**src/rtl/vfc_pkg.sv**
```systemverilog
package vfc_pkg;
  typedef enum logic [2:0] {
    MODE_REAL   = 3'd0,
    MODE_V86    = 3'd1,
    MODE_PROT   = 3'd2,
    MODE_COMPAT = 3'd3,
    MODE_LONG   = 3'd4
  } mode_e;

  typedef enum logic [1:0] {
    CLS_REAL = 2'd0,
    CLS_PROT = 2'd1,
    CLS_LONG = 2'd2
  } mode_cls_e;

  typedef enum logic [2:0] {
    FLT_NONE = 3'd0,
    FLT_UD   = 3'd1,
    FLT_NM   = 3'd2,
    FLT_MF   = 3'd3,
    FLT_GP   = 3'd4,
    FLT_SS   = 3'd5,
    FLT_AC   = 3'd6
  } fault_e;

  typedef struct packed {
    logic ud;
    logic nm;
    logic mf;
    logic gp;
    logic ss;
    logic ac;
  } fault_vec_t;
endpackage

```
**src/rtl/vfc_mem_check.sv**
```systemverilog
module vfc_mem_check
  import vfc_pkg::*;
#(
  parameter int unsigned ADDR_W       = 64,
  parameter int unsigned CPL_W        = 2,
  parameter int unsigned WIDE_BYTES   = 16,
  parameter int unsigned NARROW_BYTES = 8,
  parameter int unsigned REAL_TOP     = 32'h0000_FFFF
) (
  input  mode_cls_e         cls_i,
  input  logic              wide_i,
  input  logic              mem_i,
  input  logic [ADDR_W-1:0] addr_i,
  input  logic              seg_lim_i,
  input  logic              stk_lim_i,
  input  logic              stk_ref_i,
  input  logic              canon_i,
  input  logic              ac_en_i,
  input  logic [CPL_W-1:0]  cpl_i,
  output logic              gp_o,
  output logic              ss_o,
  output logic              ac_o
);
  localparam int unsigned WIDE_LSB   = $clog2(WIDE_BYTES);
  localparam int unsigned NARROW_LSB = $clog2(NARROW_BYTES);
  localparam logic [ADDR_W:0] TOP_X  = (ADDR_W+1)'(REAL_TOP);
  localparam logic [ADDR_W:0] WIDE_SPAN   = (ADDR_W+1)'(WIDE_BYTES - 1);
  localparam logic [ADDR_W:0] NARROW_SPAN = (ADDR_W+1)'(NARROW_BYTES - 1);

  logic              wide_mis, narrow_mis, real_over;
  logic [ADDR_W:0]   last_byte;
  logic              gp_raw, ss_raw;

  assign wide_mis   = |addr_i[WIDE_LSB-1:0];
  assign narrow_mis = |addr_i[NARROW_LSB-1:0];
  assign last_byte  = {1'b0, addr_i} + (wide_i ? WIDE_SPAN : NARROW_SPAN);
  assign real_over  = last_byte > TOP_X;

  always_comb begin
    gp_raw = wide_i & wide_mis;
    ss_raw = 1'b0;
    unique case (cls_i)
      CLS_REAL: gp_raw = gp_raw | real_over;
      CLS_LONG: begin
        gp_raw = gp_raw | (~canon_i & ~stk_ref_i);
        ss_raw = ~canon_i & stk_ref_i;
      end
      default: begin
        gp_raw = gp_raw | (~stk_ref_i & seg_lim_i);
        ss_raw = stk_ref_i & stk_lim_i;
      end
    endcase
  end

  assign gp_o = mem_i & gp_raw;
  assign ss_o = mem_i & ss_raw;
  assign ac_o = mem_i & ~wide_i & ac_en_i & narrow_mis & (&cpl_i);
endmodule

```
**config.mk**
```make
export PLATFORM = sky130hd
export DESIGN_NAME = vfc_mem_check
export DESIGN_NICKNAME = d
export VERILOG_FILES = /design/src/rtl/vfc_pkg.sv /design/src/rtl/vfc_mem_check.sv
export SDC_FILE = /design/constraint.sdc
export NUM_CORES = 1
export LEC_CHECK = 0
export ABC_AREA = 1
export BUFFER_PORTS_ARGS = -buffer_cell sky130_fd_sc_hd__buf_4
export CAP_MARGIN = 20
export CORE_MARGIN = 1.5
export CORE_UTILIZATION = 55
export DETAILED_ROUTE_END_ITERATION = 10
export PLACE_DENSITY = 0.82
export SYNTH_ARGS = -nofsm -noshare
export SYNTH_HDL_FRONTEND = slang
export SYNTH_SLANG_ARGS = --single-unit
```
**constraint.sdc**
```tcl
create_clock -name vclk -period 4.65
set_input_delay 0.465 -clock vclk [all_inputs]
set_output_delay 0.465 -clock vclk [all_outputs]
set_load 0.02 [all_outputs]
```
==> results of run 1 <==
[routing by layer]
layer  global-route usage  routed length, um  vias up
li1                     -                  -     2321
met1                0.574               5110     2068
met2                0.637               5330      379
met3               0.0506               1730       42
met4                0.125                398        0
met5                    0                  0        -
[metrics by stage]
step | hold WS [ns] | setup WS, ns | total power [mW]
after global routing | 1.30 | 1.08 | 0.251
final | 1.28 | 1.29 | 0.233
after detailed placement | 1.28 | 1.39 | 0.222
after floorplan | 1.05 | 2.03 | 0.115
after global placement | 1.26 | 1.40 | 0.218
after CTS | 1.28 | 1.38 | 0.222
[cells in the mapped netlist, drive strengths merged, types with 3 or more instances]
master,count
inv,93
xnor2,3
a21oi,7
o21ai,3
nor2,164
nand2,311
ha,4
nand3,59
nand3b,12
nor3,7
xor2,5
o21bai,8
nand4,16
[worst max-delay path, cell delays in order]
cell,delay (ns)
buf_4,0.12
ha_1,0.36
nand2_1,0.13
nor2_1,0.13
nand2_1,0.09
nand2_2,0.22
nand2_1,0.11
nor2_1,0.26
xnor2_1,0.26
nand2_1,0.09
nor2_1,0.10
nand2_1,0.06
nor2_1,0.10
nand3_1,0.11
nand3_2,0.10
a21oi_2,0.05
buf_4,0.15
[final timing paths]
kind / slack, ns / endpoint / start
min: 1.28 / ac_o / cpl_i[1]
max: 1.29 / gp_o / wide_i
[power by group through the flow]
| stage | clock network [mW] | registers [mW] | logic [mW] |
|---|---|---|---|
| floorplan | 0 | 0 | 0.115 |
| global placement | 0 | 0 | 0.218 |
| detailed placement | 0 | 0 | 0.222 |
| CTS | 0 | 0 | 0.222 |
| global route | 0 | 0 | 0.251 |
| finish | 0 | 0 | 0.233 |
[cells by family (layout without fill, tap and decap cells)]
family	after synthesis	count (layout)	share of synthesized area
buffers and inverters	97	173	0.124
XOR/XNOR	8	8	0.0228
AO/OA/AOI/OAI	20	20	0.0436
AND/OR/NAND/NOR	574	574	0.794
adder cells (fa/ha/maj)	4	4	0.0163
[area by class of cell]
cell class | count | area, um2
inverter | 95 | 357
tap | 72 | 90.1
multi-input combinational | 606 | 2690
fill | 563 | 1720
timing repair buffer | 78 | 586
==> impl_metrics.tcl, run 1 <==
set metrics [dict create \
    outcome "complete, no violations" \
    pwr-share-seq 0 \
    p_clk_frac 0 \
    grt_max_degree 17 \
    wl_um 12600 \
    rsz0062_at_grt "false" \
    fp.dieH_um 77.7 \
    cp-end-kind "output port" \
    setup_tns_ns 0 \
    synth_area_leaders "nand2_1, nor2_1, inv_1, nand3_1, nand4_1" \
    grt_util_all_layers 0.407 \
    synthDistinctLibCells 28 \
    p_sw_uw 144 \
    drtAntennaViolNets 0 \
    portBuffers 78 \
    synth_top_area_cell "nand2_1" \
    drv_cap 0 \
    grt_pass1_wl_um 19700 \
    antenna_found_initial 0 \
    maxSlewViolCount 0 \
    yosysTopAreaCellShare 0.369 \
    syn2layout_area_growth_pct 21.3 \
    post-route-period-util 0.723 \
    peakVddDrop_mv 0.0425 \
    synth_fp_nets 782 \
    fin_area_um2 3720 \
    ctsHoldBuffers 0 \
    worstHoldPathCells 4 \
    grt_pass1_vias 4230 \
    final_cells 851 \
    cts_resized 0 \
    netSwitchingFraction 0.621 \
    gp_congestion 1.20 \
    place_inst 851 \
    yosysWarnings 0 \
    drt_iter0_drc 682 \
    rows 27 \
    hp-class "in2out" \
    mostFrequentLayoutCell "nand2_1" \
    layout.area.seq_um2 0 \
    timing.max_slew.rel_slack 0.729 \
    startpoint_type "input pin" \
    fin_nets 860 \
    route.detailed.drc 0 \
    hold_viol 0 \
    final_core_util 0.684 \
    viasPerCell 5.65 \
    vias 4810 \
    p_leak_nw 1.86 \
    dp_hpwl_um 11000 \
    min_period_ns 3.36 \
    die_x_um 77.7 \
    syn_inst 703 \
    cellPowerDensity_nw_per_um2 62.5 \
    nClkBuffers 0 \
    wl_per_cell_um 14.8 \
    cp_data_arrival_time_ns 2.90 \
    combPwrFrac 1.000 \
    critPathMaxFanout 14 \
    overflow 0 \
    post_cts_buffers 0 \
    synth_area_per_cell_um2 4.37 \
    initial_core_util 0.564 \
    cp.required_ns 4.18 \
    dpl_cell_area_um2 3720 \
    dr.pass1.iters 8 \
    nFlopsAndLatches 0 \
    syn_area_um2 3070 \
    finalSetupViolations 0 \
    drive_above_1_share 0.148 \
    core_area_um2 5440 \
    tightest_slew_ns 0.407 \
    ios 78 \
    mostFrequentLayoutCells "nand2_1, nor2_1, inv_1" \
    ys_seq_area_frac 0 \
    num_antenna_cells 0 \
    p_int_uw 88.2 \
    clock.fmax_mhz 297 \
    crit_type "in2out" \
    die_area_um2 6040 \
]
(Power assumes the default switching activity.)
==> run 2, diff against run 1 <==
Settings changed: CORE_UTILIZATION 55 to 52.
Clock period 4.65 ns to 3 ns, I/O delays scaled along.
==> run 2 against run 1 <==
Compared with the run above:
- wire length up 0.54%
- final area up 1.8%
- total power up 59%
- cell count up 0.59%
- critical path depth unchanged
- die area up 5.5%
- via count up 0.25%
- utilization down 0.86 points
- first-iteration DRC count down 24%
==> impl_metrics.tcl, run 2 (synthesized netlist as in run 1, its figures left out) <==
set metrics [dict create \
    grt_pass1_wl_um 19400 \
    dr.pass1.iters 6 \
    power.total_uw 370 \
    die_x_um 79.8 \
    netSwitchingFraction 0.617 \
    drive_above_1_share 0.161 \
    grt_pass1_vias 4131 \
    syn2layout_area_growth_pct 23.5 \
    wl_met1_um 5130 \
    hold_viol 0 \
    min_period_ns 2.93 \
    portBuffers 78 \
    cp_data_arrival_time_ns 2.63 \
    fin_nets 865 \
    cp-end-kind "output port" \
    path_cells "buf_4 > ha_2 > nand2_1 > nor2_2 > nand2_2 > nand2_4 > nand2_1 > nor2_4 > xnor2_1 > nand2_1 > nor2_1 > nand2_1 > nor2_1 > nand3_1 > nand3_2 > a21oi_2 > buf_4" \
    wl_um 12600 \
    worstHoldPathCells 4 \
    timing.max_slew.rel_slack 0.731 \
    p_leak_nw 1.89 \
    post-route-period-util 0.978 \
    route.met3.wl_um 1740 \
    cp.required_ns 2.70 \
    startpoint_type "input pin" \
    ctsHoldBuffers 0 \
    antenna_found_initial 0 \
    peakVddDrop_mv 0.0641 \
    fin_area_um2 3790 \
    critPathMaxFanout 5 \
    pwr-share-seq 0 \
    dr_wl_met2_um 5560 \
    cp_common_cell "nand2_1" \
    gp_congestion 1.06 \
    core_area_um2 5610 \
    mostFrequentLayoutCells "nand2_1, nor2_1, inv_1" \
    initial_core_util 0.547 \
    grt_max_degree 17 \
    overflow 0 \
    nClkBuffers 0 \
    p_sw_uw 228 \
    route.top_layer_used "met4" \
    dpl_cell_area_um2 3720 \
    slowest_delay_ns 0.37 \
    drt_iter0_drc 521 \
    nFlopsAndLatches 0 \
    clock.fmax_mhz 341 \
    drv_cap 0 \
    finalSetupViolations 0 \
    num_antenna_cells 0 \
    vias 4822 \
    route.detailed.drc 0 \
    p_int_uw 142 \
    tightest_slew_ns 0.400 \
    hp-start "cpl_i[1]" \
    maxSlewViolCount 0 \
    grt_util_all_layers 0.388 \
    p_clk_frac 0 \
    holdPathEnd "ac_o" \
    drtAntennaViolNets 0 \
    wl_per_cell_um 14.8 \
    cp_slowest_cell "ha_2" \
    ios 78 \
    hp-class "in2out" \
    dp_hpwl_um 10900 \
    crit_type "in2out" \
    die_area_um2 6370 \
    fp.dieH_um 79.8 \
    mostFrequentLayoutCell "nand2_1" \
    outcome "complete, no violations" \
    layout.area.seq_um2 0 \
    viasPerCell 5.63 \
    cellPowerDensity_nw_per_um2 97.6 \
    rows 27 \
    setup_tns_ns 0 \
    combPwrFrac 1.000 \
]
## run 2: cell types whose count changed in the layout (fill, tap and decap cells not counted)
| cell | delta |
|---|---|
| nor2_2 | +2 |
| nor2_1 | -3 |
| ha_1 | -1 |
| nor2_4 | +1 |
| ha_2 | +1 |
| buf_4 | +4 |
| nand2_4 | +2 |
| nand2_1 | -1 |
| a21oi_1 | -1 |
| a21oi_2 | +1 |
## run 2: routing by layer
metal  track usage  vias up
met1         0.523     2129
met4        0.0500        0
met2         0.636      322
met5             0        -
li1              -     2340
met3        0.0949       31
## run 2: worst max-delay path: cells and delay by family
kind | cells | cell delay [ns]
AOI/OAI and AO/OA | 1 | 0.05
xor gates and xnor gates | 1 | 0.19
adders and majority gates | 1 | 0.37
buffers and inverters | 2 | 0.27
and+or+nand+nor | 12 | 1.45
## run 2: cell type report
class / count / area, um2
Timing Repair Buffer: 82 / 616
Fill cell: 612 / 1820
Tap cell: 72 / 90.1
Inverter: 95 / 357
Multi-Input combinational cell: 607 / 2730
## run 2: per-stage QoR
| step | utilization | cells | hold slack, ns | worst slack [ns] |
|---|---|---|---|---|
| 2_1_floorplan | - | 703 | 0.722 | 0.706 |
| 3_5_place_dp | 0.664 | 851 | 0.941 | -0.00815 |
| 4_1_cts | 0.665 | 851 | 0.944 | 0.0467 |
| 5_1_grt | 0.676 | 856 | 0.968 | -0.0114 |
| 6_report | 0.676 | 856 | 0.944 | 0.0669 |
| 3_3_place_gp | 0.664 | 851 | 0.934 | -0.00415 |
## run 2: repair_timing
item                       4_1_cts  5_1_grt
cloned                           0        1
resized for setup                1        8
setup endpoints to repair        1        1
setup buffers                    0        4
pin swaps                        0        1
## run 2: worst max path at each step
stage / endpoint / depth (start not counted) / slack, ns / startpoint
floorplan: gp_o / 18 / 0.71 / wide_i
global placement: gp_o / 17 / -0.004 / wide_i
detailed placement: gp_o / 17 / -0.008 / wide_i
CTS: gp_o / 17 / 0.05 / wide_i
global route: gp_o / 19 / -0.01 / wide_i
finish: gp_o / 17 / 0.07 / wide_i
## run 2: power by group through the flow
stage                     registers, mW  logic, mW  clock network [mW]
after global routing                  0      0.400                   0
after CTS                             0      0.346                   0
after floorplan                       0      0.179                   0
after global placement                0      0.338                   0
after detailed placement              0      0.345                   0
final                                 0      0.370                   0
==> run 3, diff against run 2 <==
Settings changed: MAX_ROUTING_LAYER set to met4.
==> run 3 against run 2 <==
Compared with the run above:
- die area stayed put
- largest cell class unchanged
- via count grew 0.17%
- sequential cell count did not move
- largest power group unchanged
- sequential share of layout area unchanged
==> impl_metrics.tcl, run 3 (synthesized netlist as in run 1, its figures left out) <==
set metrics [dict create \
    outcome "complete, no violations" \
    finalSetupViolations 0 \
    fin_hold_ws_ns 0.935 \
    crit_type "in2out" \
    wl_um 12800 \
    drive_above_1_share 0.167 \
    rsz0062_at_grt "false" \
    clock.fmax_mhz 344 \
    dp_hpwl_um 11200 \
    cp_data_arrival_time_ns 2.60 \
    hp-start "cpl_i[1]" \
    nClkBuffers 0 \
    syn2layout_area_growth_pct 24.0 \
    nFlopsAndLatches 0 \
    dr.pass1.iters 6 \
    die_x_um 79.8 \
    route.detailed.drc 0 \
    fp.dieH_um 79.8 \
    dr_wl_met2_um 5540 \
    drtAntennaViolNets 0 \
    timing.max_slew.rel_slack 0.756 \
    cpLargestDelayFamily "simple AND/OR/NAND/NOR gates" \
    critPathMaxFanout 12 \
    mostFrequentLayoutCell "nand2_1" \
    antenna_found_initial 0 \
    p_leak_nw 1.90 \
    mostFrequentLayoutCells "nand2_1, nor2_1, inv_1" \
    gp_congestion 1.17 \
    min_period_ns 2.90 \
    cellPowerDensity_nw_per_um2 97.8 \
    grt_pass1_vias 4072 \
    cp_common_cell "nand2_1" \
    fin_nets 866 \
    setup_tns_ns 0 \
    die_area_um2 6370 \
    initial_core_util 0.547 \
    maxSlewViolCount 0 \
    route.top_layer_used "met4" \
    portBuffers 78 \
    drt_iter0_drc 701 \
    num_antenna_cells 0 \
    peakVddDrop_mv 0.0778 \
    wl_per_cell_um 15.0 \
    post-route-period-util 0.968 \
    rows 27 \
    cp-end-kind "output port" \
    startpoint "wide_i" \
    core_area_um2 5610 \
    path_cells "buf_4 > ha_2 > nand2_1 > inv_1 > nand2_2 > nand2_4 > buf_4 > nand2_1 > nand2_1 > inv_1 > nand2_1 > nor2_1 > nand3_1 > nor2_1 > nor2_1 > nand2_1 > nor2_1 > nand2_1 > nand3_2 > a21oi_2 > buf_4" \
    ios 78 \
    vias 4830 \
    tightest_slew_ns 0.364 \
    grt_max_degree 17 \
    ctsHoldBuffers 0 \
    hold_viol 0 \
    grt_util_all_layers 0.406 \
    power.total_uw 372 \
    hp-class "in2out" \
    cp.required_ns 2.70 \
    route.met3.wl_um 1790 \
    drv_cap 0 \
    layout.area.seq_um2 0 \
    slowest_delay_ns 0.31 \
    critPathBufInv 5 \
    startpoint_type "input pin" \
    viasPerCell 5.64 \
    wl_met1_um 5310 \
    grt_pass1_wl_um 19700 \
    overflow 0 \
    cp_slowest_cell "ha_2" \
]
run 3: stage by stage:
stage                     setup slack [ns]  cells  utilization  cell area [um2]
after floorplan                      0.706    703            -             3070
after global placement               0.106    851        0.664             3720
after detailed placement            0.0967    851        0.664             3720
after CTS                           0.0887    851        0.664             3720
after global routing               0.00811    857        0.678             3800
final                               0.0969    857        0.678             3800
run 3: what timing repair did:
action	4_1_cts	5_1_grt
endpoints found under the hold margin	0	0
gates resized for setup	0	12
endpoints found under the setup margin	0	1
buffers inserted	0	5
run 3: metal layers:
layer  up-vias  GRT usage
li1       2333          -
met1      2095      0.566
met2       377      0.648
met3        25     0.0469
met4         0     0.0466
met5         -          -
run 3: worst paths after layout:
kind                  slack [ns]  cells past startpoint    to
worst min-delay path        0.93                      4  ac_o
worst max-delay path         0.1                     21  gp_o
run 3: area by class of cell:
type | count | area, um2
fill | 584 | 1800
inverter | 95 | 357
multi-input combinational | 607 | 2740
tap | 72 | 90.1
timing repair buffer | 83 | 623
run 3: power by group:
part / leakage, nW / switching (mW) / internal [mW]
registers: 0 / 0 / 0
clock network: 0 / 0 / 0
logic: 1.90 / 0.228 / 0.144
total: 1.90 / 0.228 / 0.144
